$ cat src/rtl/burst_addr_pkg.sv
package burst_addr_pkg;
  localparam int unsigned BA_ADDR_W  = 16;
  localparam int unsigned BA_BURST_W = 2;

  typedef enum logic {
    ORD_INTERLEAVED = 1'b0,
    ORD_LINEAR      = 1'b1
  } burst_order_e;
endpackage

$ cat src/rtl/bac_cs_decode.sv
module bac_cs_decode (
  input  logic ads_cpu,
  input  logic ads_cache,
  input  logic ce1_n,
  input  logic ce2,
  input  logic ce3_n,
  output logic start,
  output logic sel_next
);
  logic cpu_ok;

  // processor strobe gated by first enable; cache strobe is not
  assign cpu_ok   = ads_cpu & ~ce1_n;
  assign start    = cpu_ok | ads_cache;
  assign sel_next = ~ce1_n & ce2 & ~ce3_n;
endmodule

$ cat src/rtl/bac_seq_counter.sv
module bac_seq_counter #(
  parameter int unsigned BURST_W = 2
) (
  input  logic               clk,
  input  logic               rst,
  input  logic               load,
  input  logic               adv,
  output logic [BURST_W-1:0] seq
);
  always_ff @(posedge clk) begin
    if (rst)       seq <= '0;
    else if (load) seq <= '0;
    else if (adv)  seq <= seq + 1'b1;
  end

  p_hold_r7: assert property (@(posedge clk) disable iff (rst)
    (!load && !adv) |=> $stable(seq));
  p_restart_r8: assert property (@(posedge clk) disable iff (rst)
    load |=> (seq == '0));
  p_step_r5: assert property (@(posedge clk) disable iff (rst)
    (!load && adv) |=> (seq == $past(seq) + 1'b1));
endmodule

$ cat src/rtl/bac_order.sv
module bac_order
  import burst_addr_pkg::*;
#(
  parameter int unsigned BURST_W = 2
) (
  input  logic [BURST_W-1:0] base_lo,
  input  logic [BURST_W-1:0] seq,
  input  burst_order_e       mode,
  output logic [BURST_W-1:0] lo
);
  logic [BURST_W-1:0] lin_lo;
  logic [BURST_W-1:0] ilv_lo;

  assign lin_lo = base_lo + seq;

  for (genvar b = 0; b < BURST_W; b++) begin : g_ilv
    assign ilv_lo[b] = base_lo[b] ^ seq[b];
  end

  assign lo = (mode == ORD_LINEAR) ? lin_lo : ilv_lo;
endmodule

$ cat src/rtl/burst_addr_ctrl.sv
module burst_addr_ctrl
  import burst_addr_pkg::*;
#(
  parameter int unsigned ADDR_W  = BA_ADDR_W,
  parameter int unsigned BURST_W = BA_BURST_W
) (
  input  logic              clk,
  input  logic              rst,
  input  logic [ADDR_W-1:0] addr_in,
  input  logic              ads_cpu,
  input  logic              ads_cache,
  input  logic              adv,
  input  logic              order_lin,
  input  logic              ce1_n,
  input  logic              ce2,
  input  logic              ce3_n,
  output logic [ADDR_W-1:0] addr_out,
  output logic              sel_q
);
  localparam int unsigned HI_W = ADDR_W - BURST_W;

  logic               start;
  logic               sel_next;
  logic [ADDR_W-1:0]  base_q;
  burst_order_e       mode_q;
  logic [BURST_W-1:0] seq;
  logic [BURST_W-1:0] lo;

  bac_cs_decode u_cs (
    .ads_cpu  (ads_cpu),
    .ads_cache(ads_cache),
    .ce1_n    (ce1_n),
    .ce2      (ce2),
    .ce3_n    (ce3_n),
    .start    (start),
    .sel_next (sel_next)
  );

  always_ff @(posedge clk) begin
    if (rst) begin
      base_q <= '0;
      mode_q <= ORD_INTERLEAVED;
      sel_q  <= 1'b0;
    end else if (start) begin
      base_q <= addr_in;
      mode_q <= burst_order_e'(order_lin);
      sel_q  <= sel_next;
    end
  end

  bac_seq_counter #(.BURST_W(BURST_W)) u_cnt (
    .clk (clk),
    .rst (rst),
    .load(start),
    .adv (adv),
    .seq (seq)
  );

  bac_order #(.BURST_W(BURST_W)) u_ord (
    .base_lo(base_q[BURST_W-1:0]),
    .seq    (seq),
    .mode   (mode_q),
    .lo     (lo)
  );

  assign addr_out = {base_q[ADDR_W-1:BURST_W], lo};

  p_load_r2: assert property (@(posedge clk) disable iff (rst)
    start |=> (addr_out == $past(addr_in)));
  p_cpu_block_r3: assert property (@(posedge clk) disable iff (rst)
    (ads_cpu && ce1_n && !ads_cache && !adv) |=> ($stable(addr_out) && $stable(sel_q)));
  p_sel_hold_r9: assert property (@(posedge clk) disable iff (rst)
    !start |=> $stable(sel_q));
  p_upper_r10: assert property (@(posedge clk) disable iff (rst)
    !start |=> $stable(addr_out[ADDR_W-1:BURST_W]));
  p_ilv_r6: assert property (@(posedge clk) disable iff (rst)
    (mode_q == ORD_INTERLEAVED) |-> ((addr_out[BURST_W-1:0] ^ base_q[BURST_W-1:0]) == seq));
  p_mode_r11: assert property (@(posedge clk) disable iff (rst)
    !start |=> $stable(mode_q));
  p_reset_r1: assert property (@(posedge clk)
    rst |=> (addr_out == '0 && sel_q == 1'b0));

  if (HI_W == 0) begin : g_bad_width
    initial $error("burst width must be narrower than address");
  end
endmodule

$ cat config.mk
export PLATFORM = sky130hd
export DESIGN_NAME = burst_addr_ctrl
export DESIGN_NICKNAME = d
export VERILOG_FILES = /design/src/rtl/burst_addr_pkg.sv /design/src/rtl/bac_cs_decode.sv /design/src/rtl/bac_seq_counter.sv /design/src/rtl/bac_order.sv /design/src/rtl/burst_addr_ctrl.sv
export SDC_FILE = /design/constraint.sdc
export NUM_CORES = 1
export LEC_CHECK = 0
export BUFFER_PORTS_ARGS = -buffer_cell sky130_fd_sc_hd__buf_4
export CORE_AREA = 2 2 49 51
export DETAILED_ROUTE_END_ITERATION = 8
export DIE_AREA = 0 0 51 53
export GPL_TIMING_DRIVEN = 1
export PLACE_DENSITY = 0.72
export SLEW_MARGIN = 25
export SYNTH_ARGS = -nofsm -noshare
export SYNTH_HDL_FRONTEND = slang
export SYNTH_HIERARCHICAL = 1
export SYNTH_SLANG_ARGS = --single-unit
$ cat constraint.sdc
create_clock -name clk -period 1.1 [get_ports clk]
set_input_delay 0.11 -clock clk [delete_from_list [all_inputs] [get_ports clk]]
set_output_delay 0.11 -clock clk [all_outputs]
set_load 0.1 [all_outputs]
==> impl_metrics.tcl <==
set metrics [dict create \
    synth_seq_cells 20 \
    setup_ws_ns -0.251 \
    p_leak_uw 0.000658 \
    setup_viol 2 \
    cap_violations 0 \
    layout_commonest_cell "buf_4" \
    antenna_found_initial 0 \
    yosysSeqAreaShare_pct 44.9 \
    synthSimpleGateAreaFrac_pct 10.8 \
    yosys.area.top_type "dfxtp_1" \
    clock-sinks 20 \
    wirelength_um 1680 \
    gp_congestion 0.584 \
    htree_levels 1 \
    layoutNonFillerInstCount 148 \
    worst_pin_slew_ns 0.282 \
    grt_pass1_vias 657 \
    rsz0062_at_grt "true" \
    core_mm2 0.00215 \
    path_max_fanout 2 \
    timing.rr.start "u_cnt/seq[0]$_SDFFE_PP0P_" \
    clockBufferDepth 2 \
    io_pins 42 \
    drtIter0Drc 6 \
    drcViolationCount 0 \
    startpoint_type "register" \
    arrival_ns 1.24 \
    yosysTopAreaCellShare_pct 44.9 \
    final_cell_mix "buf_4 (41), nor2_1 (19), mux2i_1 (18)" \
    synth_nets 113 \
    synth.avg_cell_area_um2 10.3 \
    area_growth_pct 42.9 \
    yosys.cell_types.count 19 \
    wire_per_inst_um 11.3 \
    placed_cells 143 \
    outcome "complete, but fails checks" \
    cts-buffers-inserted 3 \
    yosysWarnings 6 \
    cts_tree "yes" \
    viasPerCell 4.48 \
    synth_top_family_by_area "multiplexers" \
    muxShareOfSynthArea_pct 20.2 \
    endpoint_kind "primary output" \
    num_vias 663 \
    synth_xor_area_share_pct 2.95 \
    syn_area_um2 892 \
    ys_top_cells_by_area "dfxtp_1 (45%), mux2i_1 (20%), buf_4 (12%), nor2_1 (8.0%), buf_12 (2.2%)" \
    dr.pass1.iters 4 \
    failed_checks "setup timing" \
    p_per_area_mw_per_mm2 1380 \
    grt-ovfl-total 0 \
    fp.dieArea_mm2 0.00270 \
    min_path_type "in2reg" \
    synth_compound_area_share_pct 2.95 \
    required_ns 0.99 \
    grtUsageTotal_pct 14.0 \
    hpwl_um 1250 \
    synthAdderAreaFrac_pct 1.40 \
    clk-insertion-delay-late_ns 0.29 \
    critPathKind "reg2out" \
    syn_inst 87 \
    min_from "addr_in[4]" \
    postLayoutCoreUtil_pct 59.3 \
    fin_skew_ns 0.0000647 \
    drv_slew 0 \
    grt_pass1_wl_um 2760 \
    finalCriticalPeriod_ns 1.35 \
    ir_drop_uv 777 \
    reg2reg_slack_ns 0.04 \
    finalCritPeriodShare_pct 123 \
    cts_root_buf "clkbuf_4" \
    drive_gt1_share_pct 50.0 \
    nNetsFinal 147 \
    dieWidth_um 51 \
    grt_max_degree 20 \
    path_clk_slew_ns 0.10 \
    hold_viol_final 0 \
    start_util_pct 41.5 \
    num_rows 17 \
    slew_headroom_pct 81.3 \
    crit_path_start "u_cnt/seq[1]$_SDFFE_PP0P_" \
    die_height_um 53 \
    diodes 0 \
    fmax_mhz 740 \
    drtAntennaViolNets 0 \
    port_buffers 41 \
]
-- worst max-delay path, cell delays in order (launching register included) --
cell     delay (ns)
dfxtp_2        0.37
xor2_4         0.20
xnor2_4        0.19
buf_12         0.19
-- metrics by stage --
step / setup TNS [ns] / cell area (um^2) / hold slack (ns) / setup WS (ns) / total power (uW)
global placement: -0.0115 / 1180 / 0.344 / -0.0115 / 1390
detailed placement: -0.0275 / 1180 / 0.357 / -0.0275 / 1400
CTS: -0.379 / 1260 / 0.0378 / -0.264 / 1780
global route: -0.477 / 1270 / 0.0381 / -0.320 / 1860
finish: -0.346 / 1270 / 0.0518 / -0.251 / 1760
floorplan: -0.153 / 937 / 0.246 / -0.153 / 1300
-- power breakdown --
part | total, uW | switching [uW] | internal [uW] | leakage (uW)
sequential | 797 | 28.5 | 769 | 0.000168
combinational | 616 | 406 | 210 | 0.000475
clock | 345 | 204 | 141 | 0.0000150
total | 1760 | 638 | 1120 | 0.000658
-- final cells by class --
class	count	area, um^2
clock buffers	4	26.3
multi-input cells	48	399
fillers	186	873
well taps	28	35.0
inverters	1	3.75
repair buffers	47	402
flip-flops and latches	20	409
-- metal layers --
layer	up-vias	wire (um)	GRT usage (%)
met1	298	657	16.3
met2	29	862	23.6
met4	0	12	6.76
met5	-	0	0
met3	2	144	3.95
li1	334	-	-
-- cell families (layout without fill, tap and decap cells) --
group,count (synthesis),in the layout
simple gates,23,23
flops,20,20
buf+inv,19,52
mux,18,18
compound gates,3,3
xor+xnor,3,3
fa+ha+maj,1,1
-- worst paths after layout --
kind | to | cells after the start
min | base_q[4]$_SDFFE_PP0P_ | 3
max reg2reg | u_cnt/seq[1]$_SDFFE_PP0P_ | 5
max | addr_out[1] | 3
min reg2reg | sel_q$_SDFFE_PP0P_ | 2
-- registers in the layout (all words and copies together), names as in the netlist --
| name | cells |
|---|---|
| base_q | 16 |
| mode_q | 1 |
| sel_q | 1 |
| u_cnt/seq | 2 |
-- repair_timing --
| item | in CTS | in global routing |
|---|---|---|
| pin swaps | 3 | 0 |
| buffers inserted | 1 | 1 |
| resized for setup | 10 | 3 |
| endpoints found under the setup margin | 2 | 5 |
| hold buffers | 0 | 0 |
-- synth_stat cells (all sizes together) --
master / number
a21bo: 1
a21o: 1
a21oi: 1
buf: 17
clkbuf: 1
dfxtp: 20
ha: 1
inv: 1
mux2i: 18
nand2: 1
nand3b: 1
nor2: 19
nor3b: 1
or2: 1
xnor2: 2
xor2: 1
Note: power is estimated with default switching activity, not from simulation.
